===== config.mk =====
export PLATFORM = sky130hd
export DESIGN_NAME = knob_quad_decoder
export DESIGN_NICKNAME = d
export VERILOG_FILES = /design/src/rtl/knob_quad_decoder.sv
export SDC_FILE = /design/constraint.sdc
export NUM_CORES = 1
export LEC_CHECK = 0
export BUFFER_PORTS_ARGS = -buffer_cell sky130_fd_sc_hd__buf_2
export CAP_MARGIN = 20
export CORE_ASPECT_RATIO = 0.8
export CORE_MARGIN = 5
export CORE_UTILIZATION = 55
export DETAILED_ROUTE_END_ITERATION = 7
export PLACE_DENSITY = 0.78
export SLEW_MARGIN = 5
export SYNTH_ARGS = -nofsm -noshare
export SYNTH_HDL_FRONTEND = slang
export SYNTH_SLANG_ARGS = --single-unit

===== constraint.sdc =====
create_clock -name clk -period 2.5 [get_ports clk]
set_input_delay 0.25 -clock clk [delete_from_list [all_inputs] [get_ports clk]]
set_output_delay 0.25 -clock clk [all_outputs]
set_load 0.005 [all_outputs]

===== src/rtl/knob_quad_decoder.sv =====
module knob_quad_decoder #(
  parameter int PRESCALE = 6000,
  parameter int POS_W    = 8
) (
  input  logic                    clk,
  input  logic                    rst_n,
  input  logic                    chan_a_i,
  input  logic                    chan_b_i,
  output logic                    step_o,
  output logic                    dir_o,
  output logic signed [POS_W-1:0] detent_o,
  output logic                    fault_o
);

  localparam int PS_W = (PRESCALE > 2) ? $clog2(PRESCALE) : 1;
  localparam logic [PS_W-1:0] PS_LAST = PS_W'(PRESCALE - 1);

  logic [1:0]      sync_a, sync_b;
  logic [PS_W-1:0] div_q;
  logic [1:0]      prev_q, fine_q;
  logic [1:0]      pair, delta;
  logic            tick, fwd, back, bad;

  function automatic logic [1:0] gray_pos(input logic [1:0] p);
    return {p[1], p[1] ^ p[0]};
  endfunction

  always_ff @(posedge clk or negedge rst_n)
    if (!rst_n) begin
      sync_a <= '0;
      sync_b <= '0;
    end else begin
      sync_a <= {sync_a[0], chan_a_i};
      sync_b <= {sync_b[0], chan_b_i};
    end

  always_ff @(posedge clk or negedge rst_n)
    if (!rst_n)    div_q <= '0;
    else if (tick) div_q <= '0;
    else           div_q <= div_q + 1'b1;

  assign tick  = (div_q == PS_LAST);
  assign pair  = {sync_b[1], sync_a[1]};
  assign delta = gray_pos(pair) - gray_pos(prev_q);
  assign fwd   = tick && (delta == 2'd1);
  assign back  = tick && (delta == 2'd3);
  assign bad   = tick && (delta == 2'd2);

  always_ff @(posedge clk or negedge rst_n)
    if (!rst_n) begin
      prev_q   <= '0;
      fine_q   <= '0;
      detent_o <= '0;
      dir_o    <= 1'b0;
      fault_o  <= 1'b0;
      step_o   <= 1'b0;
    end else begin
      step_o <= fwd || back;
      if (fwd || back || bad) prev_q <= pair;
      if (bad) fault_o <= 1'b1;
      if (fwd) begin
        fine_q <= fine_q + 2'd1;
        dir_o  <= 1'b1;
        if (fine_q == 2'd3) detent_o <= detent_o + 1'b1;
      end
      if (back) begin
        fine_q <= fine_q - 2'd1;
        dir_o  <= 1'b0;
        if (fine_q == 2'd0) detent_o <= detent_o - 1'b1;
      end
    end

  assert_sample_only_on_tick_R1: assert property (@(posedge clk) disable iff (!rst_n)
    !$past(tick) |-> ($stable(detent_o) && $stable(dir_o) && $stable(prev_q) && $stable(fine_q)));

  assert_up_step_phase_R2: assert property (@(posedge clk) disable iff (!rst_n)
    (step_o && dir_o) |-> (fine_q == $past(fine_q) + 2'd1));

  assert_down_step_phase_R3: assert property (@(posedge clk) disable iff (!rst_n)
    (step_o && !dir_o) |-> (fine_q == $past(fine_q) - 2'd1));

  assert_detent_on_wrap_R4: assert property (@(posedge clk) disable iff (!rst_n)
    (detent_o != $past(detent_o)) |->
      (($past(fine_q) == 2'd3 && fine_q == 2'd0) || ($past(fine_q) == 2'd0 && fine_q == 2'd3)));

  assert_fault_sticky_R6: assert property (@(posedge clk) disable iff (!rst_n)
    fault_o |=> fault_o);

  assert_no_step_on_fault_R6: assert property (@(posedge clk) disable iff (!rst_n)
    $rose(fault_o) |-> (!step_o && $stable(detent_o) && $stable(fine_q)));

  assert_idle_quiet_R7: assert property (@(posedge clk) disable iff (!rst_n)
    ($past(tick) && $past(pair) == $past(prev_q)) |->
      (!step_o && $stable(prev_q) && $stable(fine_q) && $stable(detent_o)));

  assert_step_single_R9: assert property (@(posedge clk) disable iff (!rst_n)
    step_o |=> !step_o);

endmodule


# After elaboration in Yosys (flattened, before gate mapping)
# Index checks and enable logic that the tools add are counted.
# word_totals
ff_bits	32
latchBits	0
ram_bits	0
romBits	0
inputBits	4
out_inout_bits	11
wordCells	38
memories	0
# op_classes
n_addsub	6
n_mul	0
div	0
order_cmp	0
n_eq_ne	5
shift	0
muxes	9
bitwise	2
n_reduce_logical	7
# op_table
operator	count
$mux W8	4
$add A13 B1 Y13 const B	1
$eq A13 B13 Y1 const B	1
$mux W13	1
$add A8 B1 Y8 const B	1
$sub A8 B1 Y8 const B	1
$eq A2 B2 Y1 const B	3
$mux W2	2
$logic_and A1 B1 Y1	3
$add A2 B1 Y2 const B	1
$eq A2 B1 Y1 const B	1
$logic_not A2 Y1	1
$logic_or A1 B1 Y1	2
$mux W1	2
$reduce_bool A2 Y1	1
$sub A2 B1 Y2 const B	1
$sub A2 B2 Y2	1
$xor A1 B1 Y1	2

# Longest topological paths before layout
# Gate-level depths: netlist of run 1.
# depth
word_depth	7
depth_mapped	8
mapped_depth_nobuf	7

# Worst setup path before layout of run 1
# No wires, ideal clock.
# synth_timing
kind	reg-to-reg
from	register prev_q[1]
to	register detent_o[1]
setup_ns	0.143
arrival_ns	1.693
required_ns	2.357
slack_ns	0.665
stages_incl_launch_ff	8
n_path_buf	1
period_less_slack_ns	1.835
path_cell_list	dfrtp_1 xor2_1 ha_1 nor2b_1 nand4_1 buf_2 a222oi_1 o211ai_1
# synth_between
elab_chain_len	7
word_cells_on_any_way	9
classes_between	add/sub (1); eq/ne (2); mux (3); bitwise (1); reduce/logical (2)
# synth_lines
element	line_no	text
from (decl)	20	logic [1:0] prev_q, fine_q;
from (signal assigned)	59	if (fwd || back || bad) prev_q <= pair;
$xor A1 B1 Y1	25	return {p[1], p[1] ^ p[0]};
$sub A2 B2 Y2 (*)	44	assign delta = gray_pos(pair) - gray_pos(prev_q);
$eq A2 B1 Y1	45	assign fwd = tick && (delta == 2'd1);
$logic_and A1 B1 Y1	45	
$mux W8	61	if (fwd) begin
$mux W8	69	if (fine_q == 2'd0) detent_o <= detent_o - 1'b1;
$mux W8 (*)	66	if (back) begin
to (signal assigned)	64	if (fine_q == 2'd3) detent_o <= detent_o + 1'b1;
to (signal assigned)	69	
to (decl)	11	output logic signed [POS_W-1:0] detent_o,
# Mark *: on every way between the ends. The rest lies on a longest branch, timed or not.
# A chain may end at the register's enable or synchronous reset.

# Worst setup path in the final report of run 1
# Same ends and word-level chain as after synthesis.

==> flow_metrics.tcl, run 1 <==
set metrics [dict create \
    crit_type "reg -> reg" \
    worst_slack_ns 0.252 \
    grt_pass1_wl_um 5330 \
    core_area_mm2 0.00279 \
    clkSlewWorstSetupHoldPaths_ns 0.07 \
    reg2reg_slack_ns 0.25 \
    synth_seq_cells 32 \
    worst_ep_required_time_ns 2.64 \
    ctsHoldBuffers 0 \
    final_cells 204 \
    ctsRootBufferMaster "clkbuf_8" \
    grt_max_degree 33 \
    worst_slew_pin_slew_ns 0.672 \
    drtIter0Drc 85 \
    nets 173 \
    grt_usage_pct 16.7 \
    cts_buffers 5 \
    fin_worst_skew_ns 0.00431 \
    rows 17 \
    top_level_ports 15 \
    drive_gt1_share_pct 18.7 \
    clk_latency_ns 0.28 \
    wl_per_cell_um 14.4 \
    cts_max_path_buffers 2 \
    drc 0 \
    yosysUniqueCellTypes 32 \
    stdcell_area_mm2 0.00179 \
    num_antenna_cells 0 \
    crit_slowest_cell "a222oi_1" \
    cts_setup_buffers 0 \
    gp_congestion 0.812 \
    placed_cell_area_mm2 0.00170 \
    vdd_drop_max_mv 0.351 \
    critical_path.max_stage_delay_ns 0.49 \
    yosysWarnings 0 \
    netlist_instances 147 \
    rsz0062_at_grt "false" \
    antenna_found_initial 0 \
    cp_max_fo 11 \
    cts_tree "built" \
    htree_levels 2 \
    die_h_um 58.4 \
    final_core_util_pct 64.3 \
    status "finished clean" \
    power_leakage_nw 0.853 \
    drt_wl_total_um 2950 \
    grt_pass1_vias 1158 \
    drtPass1Iterations 4 \
    powerDensity_mw_per_mm2 535 \
    maxSlewHeadroom_pct 55.2 \
    min_path_type "in -> async" \
    finalHoldViolCount 0 \
    critPathCaptureType "flop" \
    dp_slack_ns 0.311 \
    fp.dieW_um 70.5 \
    grt_remaining_overflow 0 \
    synth-seq-area-share_pct 49.7 \
    placed_cells 196 \
    fmax_mhz 445 \
    start_kind "flop" \
    setup_viol_count_final 0 \
    path_buf_inv 0 \
    antenna_left 0 \
    arrival_ns 2.39 \
    vias_per_cell 5.79 \
    synthesis.nets 155 \
    cts_resized 0 \
    cp_top_family "compound AO/OA/AOI/OAI gates" \
    crit_chain "xor2_1, ha_1, nor2b_1, nand4_1, a222oi_1, o211ai_1" \
    hpwlAfterDp_um 2100 \
    nFillCells 222 \
    slew_viol_final 0 \
    syn_area_per_cell_um2 11.0 \
    die-area_mm2 0.00412 \
    period_share_pct 89.9 \
    period_needed_ns 2.25 \
    cts_sinks 32 \
    place.port_buffers 14 \
    area_growth_pct 11.2 \
    tns_ns 0 \
    cap_violations 0 \
    mappedNetlistArea_mm2 0.00161 \
    initial_utilization_pct 57.8 \
    dr_total_vias 1182 \
]
## layout make-up
cell class	count	area (um2)	area share, %
sequential	32	801	44.7
timing repair buffer	15	77.6	4.33
clock inverter	2	10.0	0.559
multi-input combinational	107	757	42.3
tap	38	47.5	2.66
inverter	4	15.0	0.839
clock buffer	6	82.6	4.61
## report_power, final
group          leakage, nW  internal, mW  switching, mW  total (mW)
clock               0.0510         0.219          0.184       0.404
sequential           0.423         0.521        0.00187       0.523
combinational        0.378        0.0111         0.0192      0.0304
total                0.853         0.751          0.206       0.957
## stage by stage
step,hold WS [ns],power (mW)
2_1_floorplan,-0.0456,0.548
3_3_place_gp,0.328,0.563
3_5_place_dp,0.332,0.564
4_1_cts,0.0238,0.971
5_1_grt,0.0557,1.00
6_report,0.000613,0.957
## synthesized netlist by cell type
master | number | area share (%)
or3_1 | 3 | 1.2
nor4b_2 | 2 | 1.9
nor2b_1 | 2 | 0.78
xnor3_2 | 1 | 1.5
nand4b_1 | 1 | 0.54
a222oi_1 | 1 | 0.62
clkbuf_8 | 2 | 1.7
nor3_1 | 4 | 1.2
dfrtp_1 | 32 | 50
and4_1 | 3 | 1.6
nor4_1 | 4 | 1.6
inv_1 | 4 | 0.93
o211ai_1 | 1 | 0.47
nor2_1 | 12 | 2.8
mux2_2 | 2 | 1.4
o21ai_0 | 3 | 0.93
nor4_2 | 1 | 0.78
nand3_1 | 9 | 2.8
xor2_1 | 8 | 4.4
ha_1 | 4 | 3.1
a31o_2 | 1 | 0.54
nand4_1 | 6 | 2.3
xnor2_1 | 14 | 7.6
and3_1 | 3 | 1.2
and2_1 | 1 | 0.39
nor4b_1 | 1 | 0.54
buf_2 | 2 | 0.62
nand2_1 | 11 | 2.6
a21oi_1 | 5 | 1.6
xor3_4 | 1 | 1.7
or4_1 | 1 | 0.47
o21ai_1 | 2 | 0.62
## flip-flops by register name, summed over array words and instances (netlist names)
signal    flops
detent_o      8
dir_o         1
div_q        13
fault_o       1
fine_q        2
prev_q        2
step_o        1
sync_a        2
sync_b        2
## placed cells by master, fill, tap and decap left out, drive strengths merged, types with 3 or more instances in the layout
master  netlist  routed
and3          3       3
nor3          4       4
xnor2        14      14
dfrtp        32      32
o21ai         5       5
nor4b         3       3
nor4          5       5
or3           3       3
buf           2      15
inv           4       4
nand3         9       9
a21oi         5       5
and4          3       3
clkbuf        2       6
ha            4       4
nand4         6       6
nand2        11      11
xor2          8       8
nor2         12      12
## routing by layer
layer	part of all wire, %	vias up	track usage, %	wire, um
met1	46	588	21.7	1360
met4	1.1	0	7.65	33
met2	47	33	25.5	1390
met5	0	-	0	0
met3	5.5	4	5.80	163
li1	-	557	-	-
## final timing paths
path                          endpoint  depth (start not counted)      start
setup / recovery           detent_o[1]                          6  prev_q[1]
hold / removal               fine_q[1]                          1      rst_n
setup reg to reg           detent_o[1]                          6  prev_q[1]
hold reg to reg              sync_a[1]                          0  sync_a[0]
max in group asynchronous    div_q[12]                          1      rst_n
min in group clk             sync_a[0]                          1   chan_a_i
## cells by family (layout without fill, tap and decap cells)
logic type,after synthesis,count (layout),synth area share (%)
AOI/OAI and AO/OA,13,13,4.74
xor gates and xnor gates,24,24,15.2
adders and majority gates,4,4,3.11
muxes,2,2,1.40
buffers and inverters,8,27,3.26
DFF,32,32,49.7
and+or+nand+nor,64,64,22.6
Note: power is estimated with default switching activity, not from simulation.
==> inputs of run 2 (changes only) <==
Settings changed: CORE_ASPECT_RATIO 0.8 to 0.5.
==> flow_metrics.tcl, run 2 (synthesis results as in run 1) <==
set metrics [dict create \
    status "finished clean" \
    slew_viol_final 0 \
    period_share_pct 87.9 \
    die_h_um 48.3 \
    grt_usage_pct 16.8 \
    p_comb_share_pct 3.0 \
    vias_per_cell 5.67 \
    hpwlAfterDp_um 2010 \
    cp_max_fo 11 \
    gp_congestion 0.838 \
    htree_levels 2 \
    ctsHoldBuffers 0 \
    cts_resized 0 \
    arrival_ns 2.34 \
    stdcell_area_mm2 0.00180 \
    drtIter0Drc 55 \
    clk_latency_ns 0.28 \
    drtPass1Iterations 4 \
    grt_pass1_wl_um 5230 \
    antenna_left 0 \
    core_area_mm2 0.00270 \
    final_cells 203 \
    finalHoldViolCount 0 \
    cap_violations 0 \
    power_leakage_nw 0.857 \
    cts_setup_buffers 0 \
    initial_utilization_pct 59.6 \
    drt_wl_total_um 2930 \
    antenna_found_initial 0 \
    seqPwrFrac_pct 50.9 \
    final_core_util_pct 66.8 \
    grt_max_degree 33 \
    power.switching_uw 201 \
    place.port_buffers 14 \
    top_register "div_q" \
    cts_tree "built" \
    grt_pass1_vias 1201 \
    largest_reg_flops 13 \
    rsz0062_at_grt "false" \
    start_kind "flop" \
    placed_cells 195 \
    min_path_type "in -> async" \
    layout_common_cells "32 x dfrtp_1, 14 x xnor2_1, 14 x buf_2, 12 x nor2_1, 11 x nand2_1" \
    mostFrequentLayoutCell "dfrtp_1" \
    drc 0 \
    worst_slack_ns 0.303 \
    clkSlewWorstSetupHoldPaths_ns 0.06 \
    p_clk_share_pct 46.1 \
    holdWs_ns 0.0159 \
    area_growth_pct 12.0 \
    fin_worst_skew_ns 0.00308 \
    tns_ns 0 \
    placed_cell_area_mm2 0.00170 \
    worst_ep_required_time_ns 2.65 \
    cts_sinks 32 \
    period_needed_ns 2.20 \
    nets 173 \
    num_antenna_cells 0 \
    crit_type "reg -> reg" \
    critPathCaptureType "flop" \
    reg_top3 "div_q x13, detent_o x8" \
    fp.dieW_um 86.5 \
    dp_slack_ns 0.319 \
    powerDensity_mw_per_mm2 570 \
    worst_slew_pin_slew_ns 0.706 \
    p_int_uw 828 \
    cts_buffers 5 \
    drive_gt1_share_pct 18.1 \
    setup_viol_count_final 0 \
    switching_share_pct 19.5 \
    maxSlewHeadroom_pct 52.9 \
    cts_max_path_buffers 2 \
    vdd_drop_max_mv 0.375 \
    grt_remaining_overflow 0 \
    die-area_mm2 0.00418 \
    fmax_mhz 455 \
    ctsRootBufferMaster "clkbuf_8" \
    rows 13 \
    dr_total_vias 1152 \
    wl_per_cell_um 14.4 \
    total_power_mw 1.03 \
    top_level_ports 15 \
]
[run 2: changes by cell type in the layout (fill, tap and decap cells not counted)]
cell and change:
bufinv_16 +1, clkbuf_1 +1, clkbuf_8 -1, clkinv_2 -1
[run 2: worst paths after layout]
kind	from	end	slack [ns]	cells after the start
max	prev_q[1]	detent_o[1]	0.30	6
min	rst_n	div_q[9]	0.02	1
max reg2reg	prev_q[1]	detent_o[1]	0.30	6
min reg2reg	sync_b[0]	sync_b[1]	0.35	0
max in group asynchronous	rst_n	detent_o[7]	2.03	1
min in group clk	chan_b_i	sync_b[0]	0.08	1
[run 2: final cells by class]
| cell class | instances | area (um2) |
|---|---|---|
| Timing Repair Buffer | 15 | 77.6 |
| Tap cell | 37 | 46.3 |
| Clock buffer | 6 | 72.6 |
| Clock inverter | 2 | 35.0 |
| Multi-Input combinational cell | 107 | 757 |
| Fill cell | 215 | 896 |
| Sequential cell | 32 | 801 |
| Inverter | 4 | 15.0 |
[run 2: routing by layer]
layer	track usage [%]	vias up	routed length (um)	part of all wire, %
met5	0	-	0	0
met4	9.94	0	42	1.4
met3	4.72	6	132	4.5
met2	28.1	32	1410	48
met1	20.5	558	1340	46
li1	-	556	-	-
[run 2: power groups by stage]
| stage | clock, mW | combinational, mW | sequential (mW) |
|---|---|---|---|
| floorplan | 0 | 0.0162 | 0.532 |
| global placement | 0 | 0.0305 | 0.532 |
| detailed placement | 0 | 0.0313 | 0.533 |
| CTS | 0.489 | 0.0313 | 0.523 |
| global route | 0.511 | 0.0350 | 0.523 |
| finish | 0.474 | 0.0306 | 0.523 |
[run 2: critical path, stage by stage, from the launching register on]
cell and delay, ns:
dfrtp_1 0.43, xor2_1 0.17, ha_1 0.32, nor2b_1 0.13
nand4_1 0.40, a222oi_1 0.49, o211ai_1 0.13
==> inputs of run 3 (changes only) <==
Settings changed: CORE_UTILIZATION 55 to 45, PLACE_DENSITY 0.78 to 0.66.
Clock period 2.5 ns to 2.2 ns, I/O delays scaled along.
==> flow_metrics.tcl, run 3 (synthesis results as in run 1) <==
set metrics [dict create \
    status "finished, violations left" \
    violations "hold timing" \
    crit_type "reg -> reg" \
    worst_ep_required_time_ns 2.36 \
    placed_cell_area_mm2 0.00172 \
    top_register "div_q" \
    crit_chain "xor2_1, ha_1, xor3_4, nor4_2, o21ai_1, xnor2_1" \
    rsz0062_at_grt "false" \
    die_h_um 52.3 \
    cts_max_path_buffers 2 \
    slew_viol_final 0 \
    min_path_type "in -> async" \
    crit_slowest_cell "dfrtp_1" \
    fin_worst_skew_ns 0.00584 \
    maxSlewHeadroom_pct 53.0 \
    grt_max_degree 33 \
    fp.dieW_um 94.6 \
    initial_utilization_pct 46.9 \
    grt_pass1_vias 1163 \
    stdcell_area_mm2 0.00183 \
    core_area_mm2 0.00343 \
    vdd_drop_max_mv 0.230 \
    worst_slack_ns 0.243 \
    critical_path.max_stage_delay_ns 0.43 \
    placed_cells 210 \
    reg_top3 "div_q x13, detent_o x8" \
    clkSlewWorstSetupHoldPaths_ns 0.07 \
    drtPass1Iterations 4 \
    tns_ns 0 \
    dp_slack_ns 0.0641 \
    arrival_ns 2.12 \
    place.port_buffers 14 \
    drc 0 \
    clk_latency_ns 0.28 \
    layout_common_cells "32 x dfrtp_1, 14 x xnor2_1, 14 x buf_2, 12 x nor2_1, 11 x nand2_1" \
    grt_pass1_wl_um 5370 \
    cts_buffers 5 \
    powerDensity_mw_per_mm2 595 \
    ctsRootBufferMaster "clkbuf_8" \
    num_antenna_cells 0 \
    cts_sinks 32 \
    final_cells 220 \
    cts_resized 0 \
    start_kind "flop" \
    top_level_ports 15 \
    wl_per_cell_um 13.5 \
    cap_violations 0 \
    area_growth_pct 13.4 \
    grt_usage_pct 14.1 \
    cts_setup_buffers 0 \
    mostFrequentLayoutCell "dfrtp_1" \
    antenna_found_initial 0 \
    cp_max_fo 9 \
    drtIter0Drc 30 \
    largest_reg_flops 13 \
    fmax_mhz 511 \
    power_leakage_nw 0.860 \
    worst_slew_pin_slew_ns 0.704 \
    dr_total_vias 1145 \
    ctsHoldBuffers 0 \
    nets 176 \
    antenna_left 0 \
    drive_gt1_share_pct 18.9 \
    gp_congestion 0.821 \
    path_buf_inv 0 \
    vias_per_cell 5.20 \
    drt_wl_total_um 2970 \
    holdWs_ns -0.0108 \
    cts_tree "built" \
    finalHoldViolCount 26 \
    setup_viol_count_final 0 \
    critical_path_depth 6 \
    rr_worst_depth 6 \
    cp_top_family "XOR/XNOR gates" \
    critPathCaptureType "flop" \
    rows 15 \
    period_share_pct 88.9 \
    hpwlAfterDp_um 2090 \
    period_needed_ns 1.96 \
    htree_levels 2 \
    grt_remaining_overflow 0 \
    die-area_mm2 0.00495 \
]
run 3: cell types whose count changed in the layout (fill, tap and decap cells not counted):
cell / change
buf_4: +3
bufinv_16: -1
clkbuf_8: +1
clkinv_2: -1
clkbuf_1: +1
run 3: metal layers:
metal,vias to the layer above,routed length (um),global-route usage [%]
met5,-,0,0
met4,0,23,4.31
met3,2,89,4.02
met2,18,1400,23.8
met1,559,1450,17.7
li1,566,-,-
run 3: area by class of cell:
cell class                 count  area [um2]
clock buffer                   8        90.1
tap                           51        63.8
inverter                       4        15.0
sequential                    32         801
fill                         305        1610
multi-input combinational    107         757
timing repair buffer          18         100
run 3: worst paths after layout:
kind	from	slack (ns)	end
setup / recovery	prev_q[1]	0.24	detent_o[7]
hold / removal	rst_n	-0.01	div_q[8]
setup reg to reg	prev_q[1]	0.24	detent_o[7]
hold reg to reg	sync_b[0]	0.35	sync_b[1]
max in group asynchronous	rst_n	1.76	detent_o[4]
min in group clk	chan_a_i	0.05	sync_a[0]
run 3: metrics by stage:
stage,power [mW],util (%)
after floorplan,0.623,-
after global placement,0.640,50.1
after detailed placement,0.642,50.1
after CTS,1.10,52.8
after global routing,1.14,53.2
final,1.09,53.2
run 3: worst register-to-register path, cell delays in order (launching register included):
cell	delay (ns)
dfrtp_1	0.43
xor2_1	0.18
ha_1	0.25
xor3_4	0.43
nor4_2	0.31
o21ai_1	0.12
xnor2_1	0.13
run 3: power breakdown:
group | switching, mW | total (mW) | leakage (nW) | internal, mW
Sequential | 0.00221 | 0.594 | 0.423 | 0.592
Clock | 0.203 | 0.458 | 0.0455 | 0.255
Combinational | 0.0219 | 0.0345 | 0.391 | 0.0127
Total | 0.227 | 1.09 | 0.860 | 0.860
